`src/rtl/burst_seq_pkg.sv`:
```
package burst_seq_pkg;

    typedef enum logic [0:0] {
        ST_IDLE = 1'b0,
        ST_RUN  = 1'b1
    } seq_state_e;

    typedef enum logic {
        ORD_LINEAR     = 1'b0,
        ORD_INTERLEAVE = 1'b1
    } seq_order_e;

endpackage

```
`src/rtl/burst_seq_fsm.sv`:
```
module burst_seq_fsm
    import burst_seq_pkg::*;
#(
    parameter int OFS_W = 2
) (
    input  logic             clk,
    input  logic             rst_n,
    input  logic             load_i,
    input  logic             adv_i,
    output logic             run_o,
    output logic             capture_o,
    output logic [OFS_W-1:0] beat_o
);

    seq_state_e       state_q, state_d;
    logic [OFS_W-1:0] beat_q, beat_d;

    // state register
    always_ff @(posedge clk or negedge rst_n) begin
        if (!rst_n) begin
            state_q <= ST_IDLE;
            beat_q  <= '0;
        end else begin
            state_q <= state_d;
            beat_q  <= beat_d;
        end
    end

    // transitions and outputs
    always_comb begin
        state_d   = state_q;
        beat_d    = beat_q;
        capture_o = 1'b0;
        unique case (state_q)
            ST_IDLE: begin
                if (load_i) begin
                    state_d   = ST_RUN;
                    beat_d    = '0;
                    capture_o = 1'b1;
                end
            end
            ST_RUN: begin
                if (load_i) begin
                    beat_d    = '0;
                    capture_o = 1'b1;
                end else if (adv_i) begin
                    beat_d = beat_q + 1'b1;
                end
            end
            default: state_d = ST_IDLE;
        endcase
    end

    assign run_o  = (state_q == ST_RUN);
    assign beat_o = beat_q;

endmodule

```
`src/rtl/burst_ofs_map.sv`:
```
module burst_ofs_map
    import burst_seq_pkg::*;
#(
    parameter int OFS_W = 2
) (
    input  logic [OFS_W-1:0] base_i,
    input  logic [OFS_W-1:0] beat_i,
    input  logic             order_i,
    output logic [OFS_W-1:0] ofs_o
);

    logic [OFS_W-1:0] lin_ofs;
    logic [OFS_W-1:0] ilv_ofs;

    assign lin_ofs = base_i + beat_i;

    for (genvar b = 0; b < OFS_W; b++) begin : g_ilv
        assign ilv_ofs[b] = base_i[b] ^ beat_i[b];
    end

    always_comb begin
        unique case (seq_order_e'(order_i))
            ORD_LINEAR:     ofs_o = lin_ofs;
            ORD_INTERLEAVE: ofs_o = ilv_ofs;
            default:        ofs_o = lin_ofs;
        endcase
    end

endmodule

```
`src/rtl/burst_seq.sv`:
```
module burst_seq #(
    parameter int ADDR_W = 16,
    parameter int OFS_W  = 2
) (
    input  logic              clk,
    input  logic              rst_n,
    input  logic              load_i,
    input  logic              adv_i,
    input  logic              order_i,
    input  logic [ADDR_W-1:0] start_addr_i,
    output logic [ADDR_W-1:0] burst_addr_o
);

    localparam int UP_W = ADDR_W - OFS_W;

    logic              seq_run;
    logic              seq_capture;
    logic [OFS_W-1:0]  seq_beat;
    logic [ADDR_W-1:0] base_q;
    logic [OFS_W-1:0]  cur_ofs;

    burst_seq_fsm #(.OFS_W(OFS_W)) u_fsm (
        .clk       (clk),
        .rst_n     (rst_n),
        .load_i    (load_i),
        .adv_i     (adv_i),
        .run_o     (seq_run),
        .capture_o (seq_capture),
        .beat_o    (seq_beat)
    );

    always_ff @(posedge clk or negedge rst_n) begin
        if (!rst_n) begin
            base_q <= '0;
        end else if (seq_capture) begin
            base_q <= start_addr_i;
        end
    end

    burst_ofs_map #(.OFS_W(OFS_W)) u_map (
        .base_i  (base_q[OFS_W-1:0]),
        .beat_i  (seq_beat),
        .order_i (order_i),
        .ofs_o   (cur_ofs)
    );

    assign burst_addr_o = {base_q[ADDR_W-1 -: UP_W], cur_ofs};

endmodule

```
`config.mk`:
```
export PLATFORM = sky130hd
export DESIGN_NAME = burst_seq
export DESIGN_NICKNAME = d
export VERILOG_FILES = /design/src/rtl/burst_seq_pkg.sv /design/src/rtl/burst_seq_fsm.sv /design/src/rtl/burst_ofs_map.sv /design/src/rtl/burst_seq.sv
export SDC_FILE = /design/constraint.sdc
export NUM_CORES = 1
export LEC_CHECK = 0
export BUFFER_PORTS_ARGS = -buffer_cell sky130_fd_sc_hd__buf_4
export CAP_MARGIN = 20
export CORE_MARGIN = 2
export CORE_UTILIZATION = 30
export DETAILED_ROUTE_END_ITERATION = 7
export PLACE_DENSITY = 0.65
export REMOVE_ABC_BUFFERS = 1
export SLEW_MARGIN = 15
export SYNTH_ARGS = -nofsm -noshare
export SYNTH_HDL_FRONTEND = slang
export SYNTH_SLANG_ARGS = --single-unit
export TNS_END_PERCENT = 5
```
`constraint.sdc`:
```
create_clock -name clk -period 1.2 [get_ports clk]
set_clock_uncertainty 0.1 [all_clocks]
set_input_delay 0.06 -clock clk [delete_from_list [all_inputs] [get_ports clk]]
set_output_delay 0.06 -clock clk [all_outputs]
set_load 0.1 [all_outputs]
```
==> metrics, run 1 <==
status=finished, violations left; failing checks=negative setup slack; critical path type=reg2out; via count=just over 600; reg2reg end=u_fsm.beat_o[1]$_DFFE_PN0P_; Yosys top cell area share=53.8%; final net count=between 100 and 150; Area contributors post-synth=dfrtp_1 54%, mux2_2 20%, buf_4 12%, buf_6 2.5%, xnor2_1 2.0%; PwrDens=1380 mW/mm2; Core Area=between 0.002 and 0.003 mm2; setup slack, reg-to-reg=around 10 ps; PortBufs=36; clock sinks=19; RSZ-0062 raised after global routing=yes; Routed WL=approximately 1700 um; Pre-antenna DRT Iters=2; worst skew pair latency=slightly below 300 ps; setup ws final=-317 ps; max incr delay on CP=approximately 400 ps; fin crit share=126%; required time worst endpoint=1040 ps; clock slew at reported path FFs=110 ps; Post-DRT Antenna Nets=0; Mapped Area=883 um2; antenna violations before repair=0; Starting DRT DRC Count=1; Final Max Tran Viols=0; worst reg2reg startpoint=u_fsm.beat_o[0]$_DFFE_PN0P_; f_max=approximately 660 MHz; Post-Syn Instances=63; maximum VDD drop=around 0.0009 V; Worst path top cell family by delay=flip-flops; drt via density=~4.4; Pleak=0.000618 uW; ANT cells=0; CTS tree=built; Die Y=about 58 um; initial core utilization=about a third; root buf cell=clkbuf_4; min Tclk post-route=approximately 1500 ps; Worst-Margin Slew=282 ps; GRT overflow=0; crit end category=output port; CP arrival=1360 ps; Unique masters post-synth=15; #FFs+latches synth=19; Rows=19; post-detail-place hpwl=~1100 um; Hold Path Depth=2; hold endpoint=u_fsm.beat_o[0]$_DFFE_PN0P_; share of cells above drive strength 1=between 60% and 70%; worst rel slew slack=between 80 and 90%; I/O pin cnt=37; WL/cell=approximately 12 um; fin util=48.5%; die area=between 0.003 and 0.004 mm2; Die Wd=58.3 um; max-cap viol count=0; CTS H-tree lvls=1; first-pass GRT wire length=between 3000 and 4000 um; hold_sp=load_i; synth warn=0; worst path cell trace=ha_2, nor2b_4, xnor2_2, buf_6; Bufs and invs on worst path=1; slowest cell on the critical path=dfrtp_1; startpoint types=flop; CTS max path bufs=2; Synth area leader=dfrtp_1; sequential area share after synthesis=~54%; Fin. Hold Viols=0; CP max FO=2; Num CTS Buffers=3; vias in the first global route=between 700 and 800; GRT Total Usage=between 10% and 20%; Syn Area/Cell=between 10 and 15 um2; final count of negative-setup-slack endpoints=2; routability cong.=0.620; PnR Total Power=1860 uW; Worst Hold Class=in2reg; residual DRC count=0; R2R cell count=4; largest net degree at the start of global routing=21; Synth-to-Final Area Change=52.7%
[cells in the mapped netlist]
| cell type | count |
|---|---|
| mux2_2 | 16 |
| nand3_1 | 1 |
| mux2_4 | 1 |
| ha_1 | 1 |
| buf_6 | 2 |
| xnor2_1 | 2 |
| nand3b_1 | 1 |
| buf_4 | 14 |
| a21oi_1 | 1 |
| nor2b_1 | 1 |
| or2_2 | 1 |
| dfrtp_1 | 19 |
| nor2b_2 | 1 |
| a21bo_2 | 1 |
| nor2_2 | 1 |
[through the flow]
stage / instance area, um2 / cells / hold WS, ps / worst slack, ps / TNS, ps
global route: 1350 / 139 / 26.8 / -395 / -666
floorplan: 756 / 47 / -336 / -1210 / -3570
CTS: 1340 / 139 / 12.4 / -364 / -557
global placement: 1080 / 116 / -156 / -60.7 / -60.7
finish: 1350 / 139 / 19.8 / -317 / -481
detailed placement: 1080 / 116 / -152 / -78.8 / -78.8
[worst max path at each step]
stage | startpoint | to | slack [ps] | depth (start not counted)
5_1_grt | u_fsm.beat_o[0]$_DFFE_PN0P_ | burst_addr_o[1] | -390 | 4
4_1_cts | base_q[0]$_DFFE_PN0P_ | burst_addr_o[1] | -360 | 4
3_5_place_dp | u_fsm.beat_o[0]$_DFFE_PN0P_ | burst_addr_o[1] | -80 | 4
6_report | u_fsm.beat_o[0]$_DFFE_PN0P_ | burst_addr_o[1] | -320 | 4
2_1_floorplan | u_fsm.beat_o[0]$_DFFE_PN0P_ | burst_addr_o[1] | -1210 | 3
3_3_place_gp | u_fsm.beat_o[0]$_DFFE_PN0P_ | burst_addr_o[1] | -60 | 4
[cell usage in the layout (no fill, tap or decap), types with 3 or more instances in the layout]
| master | count |
|---|---|
| dlygate4sd3_1 | 18 |
| buf_4 | 35 |
| dfrtp_1 | 19 |
| clkbuf_4 | 3 |
| mux2_2 | 16 |
| buf_6 | 3 |
[kinds of logic after synthesis]
kind of cell	after synthesis	synth area share (%)
and+or+nand+nor	6	4.53
adders and majority gates	1	1.42
DFF	19	53.8
muxes	17	22.1
xor gates and xnor gates	2	1.98
buffers and inverters	16	14.4
AOI/OAI and AO/OA	2	1.70
[repair_timing]
action	4_1_cts	5_1_grt
setup endpoints to repair	2	4
hold buffers	18	0
endpoints found under the hold margin	36	0
cloned	0	0
setup buffers	1	0
gates resized for setup	10	2
pin swaps	2	2
[routing by layer]
metal,GRT usage [%],share of wire (%),vias to the layer above
met3,2.46,6.2,2
met4,4.98,0.35,0
li1,-,-,287
met5,0,0,-
met1,14.4,41,293
met2,20.2,53,26
[sequential cells by signal, summed over array words and instances (netlist names)]
name,cells
base_q,16
u_fsm.beat_o,2
u_fsm.run_o,1
[final cells by class]
cell class,count,area (um2)
Clock buffer,3,22.5
Clock inverter,1,5.00
Fill cell,247,1430
Multi-Input combinational cell,28,310
Sequential cell,19,475
Tap cell,31,38.8
Timing Repair Buffer,57,497
[where the power goes]
group	switching, uW	internal [uW]
registers	32.0	698
clock network	189	124
logic	556	263
(Power assumes the default switching activity.)
==> inputs of run 2 (changes only) <==
CTS_BUF_LIST = sky130_fd_sc_hd__clkbuf_16   (was not set)
==> run 2 against run 1 <==
Effect of this change:
- the run still ends with negative setup slack left
- hold slack gained 8.8 ps
- sequential power is essentially flat
- total power grew 19%
- via count shrank 0.16%
- non-clock buffer count shrank 1
- critical path depth is the same
- global-route usage shrank 0.23 points
- cell count shrank 0.72%
- fmax grew 4.4%
- final area grew 2.9%
- largest power group unchanged
==> metrics, run 2 (synthesis results as in run 1) <==
Synth-to-Final Area Change=57.1%; f_max=688 MHz (+4.4%); RSZ-0062 raised after global routing=yes; Die Wd=58.3 um (unchanged); PortBufs=36 (unchanged); CTS H-tree lvls=1 (unchanged); commonest non-fill, non-tap cell in the layout=buf_4; highest routed layer=met4; startpoint types=flop; worst path cell trace=ha_2, nor2b_4, xnor2_2, buf_6; residual DRC count=0 (unchanged); CP arrival=1290 ps (-70 ps); Worst Hold Class=in2reg; antenna violations before repair=0 (unchanged); WL/cell=12.4 um (+1.0%); fin crit share=121% (-5.4 points); maximum VDD drop=0.00106 V (+17%); die area=0.00339 mm2 (unchanged); root buf cell=clkbuf_16; min Tclk post-route=1450 ps (-64.2 ps); initial core utilization=31.8% (unchanged); CTS max path bufs=2 (unchanged); worst skew pair latency=240 ps (-50 ps); Top reg by flops=base_q; Largest register FFs=16 (unchanged); Num CTS Buffers=3 (unchanged); largest net degree at the start of global routing=21 (unchanged); first-pass GRT wire length=3030 um (-0.88%); final net count=130 (-0.76%); Worst-Margin Slew=285 ps (+3.10 ps); max-cap viol count=0 (unchanged); I/O pin cnt=37 (unchanged); vias in the first global route=718 (-0.42%); Fin. Hold Viols=0 (unchanged); share of cells above drive strength 1=63.6% (+0.59 points); status=finished, violations left; Final Max Tran Viols=0 (unchanged); final instance area=0.00139 mm2 (+2.9%); required time worst endpoint=1040 ps (about the same); routability cong.=0.620 (unchanged); failing checks=negative setup slack; CTS tree=built; worst rel slew slack=81.2% (-0.20 points); clock sinks=19 (unchanged); max incr delay on CP=380 ps (-20 ps); crit end category=output port; ANT cells=0 (unchanged); GRT Total Usage=11.6% (-0.23 points); GRT overflow=0 (unchanged); Pre-antenna DRT Iters=2 (unchanged); final count of negative-setup-slack endpoints=2 (unchanged); Die Y=58.3 um (unchanged); Routed WL=1710 um (+0.29%); Setup TNS=-352 ps (+128 ps); Area after DPL=0.00108 mm2 (unchanged); via count=607 (-0.16%); Post-DRT Antenna Nets=0 (unchanged); dpl cells=116 (unchanged); slowest cell on the critical path=dfrtp_1; CP max FO=2 (unchanged); most frequent cells in the layout=36 x buf_4, 19 x dfrtp_1, 17 x dlygate4sd3_1; drt via density=4.40 (+0.56%); Core Area=0.00278 mm2 (unchanged); critical path type=reg2out; post-detail-place hpwl=1080 um (unchanged); wire length on met1=695 um (+0.14%); clock slew at reported path FFs=50 ps (-60 ps); met2 wire len=903 um (+0.67%); metal3 WL=104 um (-1.9%); Starting DRT DRC Count=4 (+3); PwrDens=1600 mW/mm2 (+16%); Rows=19 (unchanged); Pleak=0.000636 uW (+2.9%); setup ws final=-253 ps (+64.2 ps); Cell Count, Final, Fillers Out=138 (-0.72%)
[run 2: where the power goes]
part	leakage (uW)	internal, uW	switching, uW
clock network	0.0000409	446	222
registers	0.000222	700	31.6
logic	0.000373	258	556
[run 2: layer usage]
metal	vias to the layer above	GRT usage, %
met3	2	2.46
met4	0	3.99
met2	26	20.5
met1	294	13.8
met5	-	0
li1	285	-
[run 2: cell type report]
type,instances,area (um2)
fill,243,1390
timing repair buffer,56,483
sequential,19,475
multi-input combinational,28,310
clock buffer,3,75.1
tap,31,38.8
clock inverter,1,5.00
[run 2: critical path, delay by kind of cell, from the launching register on]
kind,cells,cell delay [ps]
adder cells (fa/ha/maj),1,180
flip-flops,1,380
AND/OR/NAND/NOR,1,120
XOR/XNOR,1,130
buffers and inverters,1,240
[run 2: repair_timing]
action | CTS | global route
buffers inserted | 1 | 0
hold buffers | 17 | 0
gates resized for setup | 10 | 1
endpoints found under the setup margin | 2 | 3
hold endpoints to repair | 35 | 0
pin swaps | 2 | 2
[run 2: worst paths after layout]
kind                                                   from                          end  slack (ps)  depth (start not counted)
worst max-delay path            u_fsm.beat_o[0]$_DFFE_PN0P_              burst_addr_o[1]        -250                          4
worst min-delay path                                  adv_i  u_fsm.beat_o[0]$_DFFE_PN0P_          30                          3
worst max register to register  u_fsm.beat_o[0]$_DFFE_PN0P_  u_fsm.beat_o[1]$_DFFE_PN0P_          20                          4
worst min register to register        base_q[6]$_DFFE_PN0P_        base_q[6]$_DFFE_PN0P_         410                          1
max in group asynchronous                             rst_n        base_q[5]$_DFFE_PN0P_         670                          2
min in group asynchronous                             rst_n        base_q[8]$_DFFE_PN0P_         130                          2
[run 2: through the flow]
stage | worst slack, ps | hold slack, ps | utilization [%] | power (uW)
after floorplan | -1210 | -336 | - | 1270
after global placement | -60.7 | -156 | 38.8 | 1460
after detailed placement | -78.8 | -152 | 38.8 | 1470
after CTS | -289 | 11.3 | 49.6 | 2230
after global routing | -297 | 36.9 | 49.9 | 2310
final | -253 | 28.6 | 49.9 | 2210
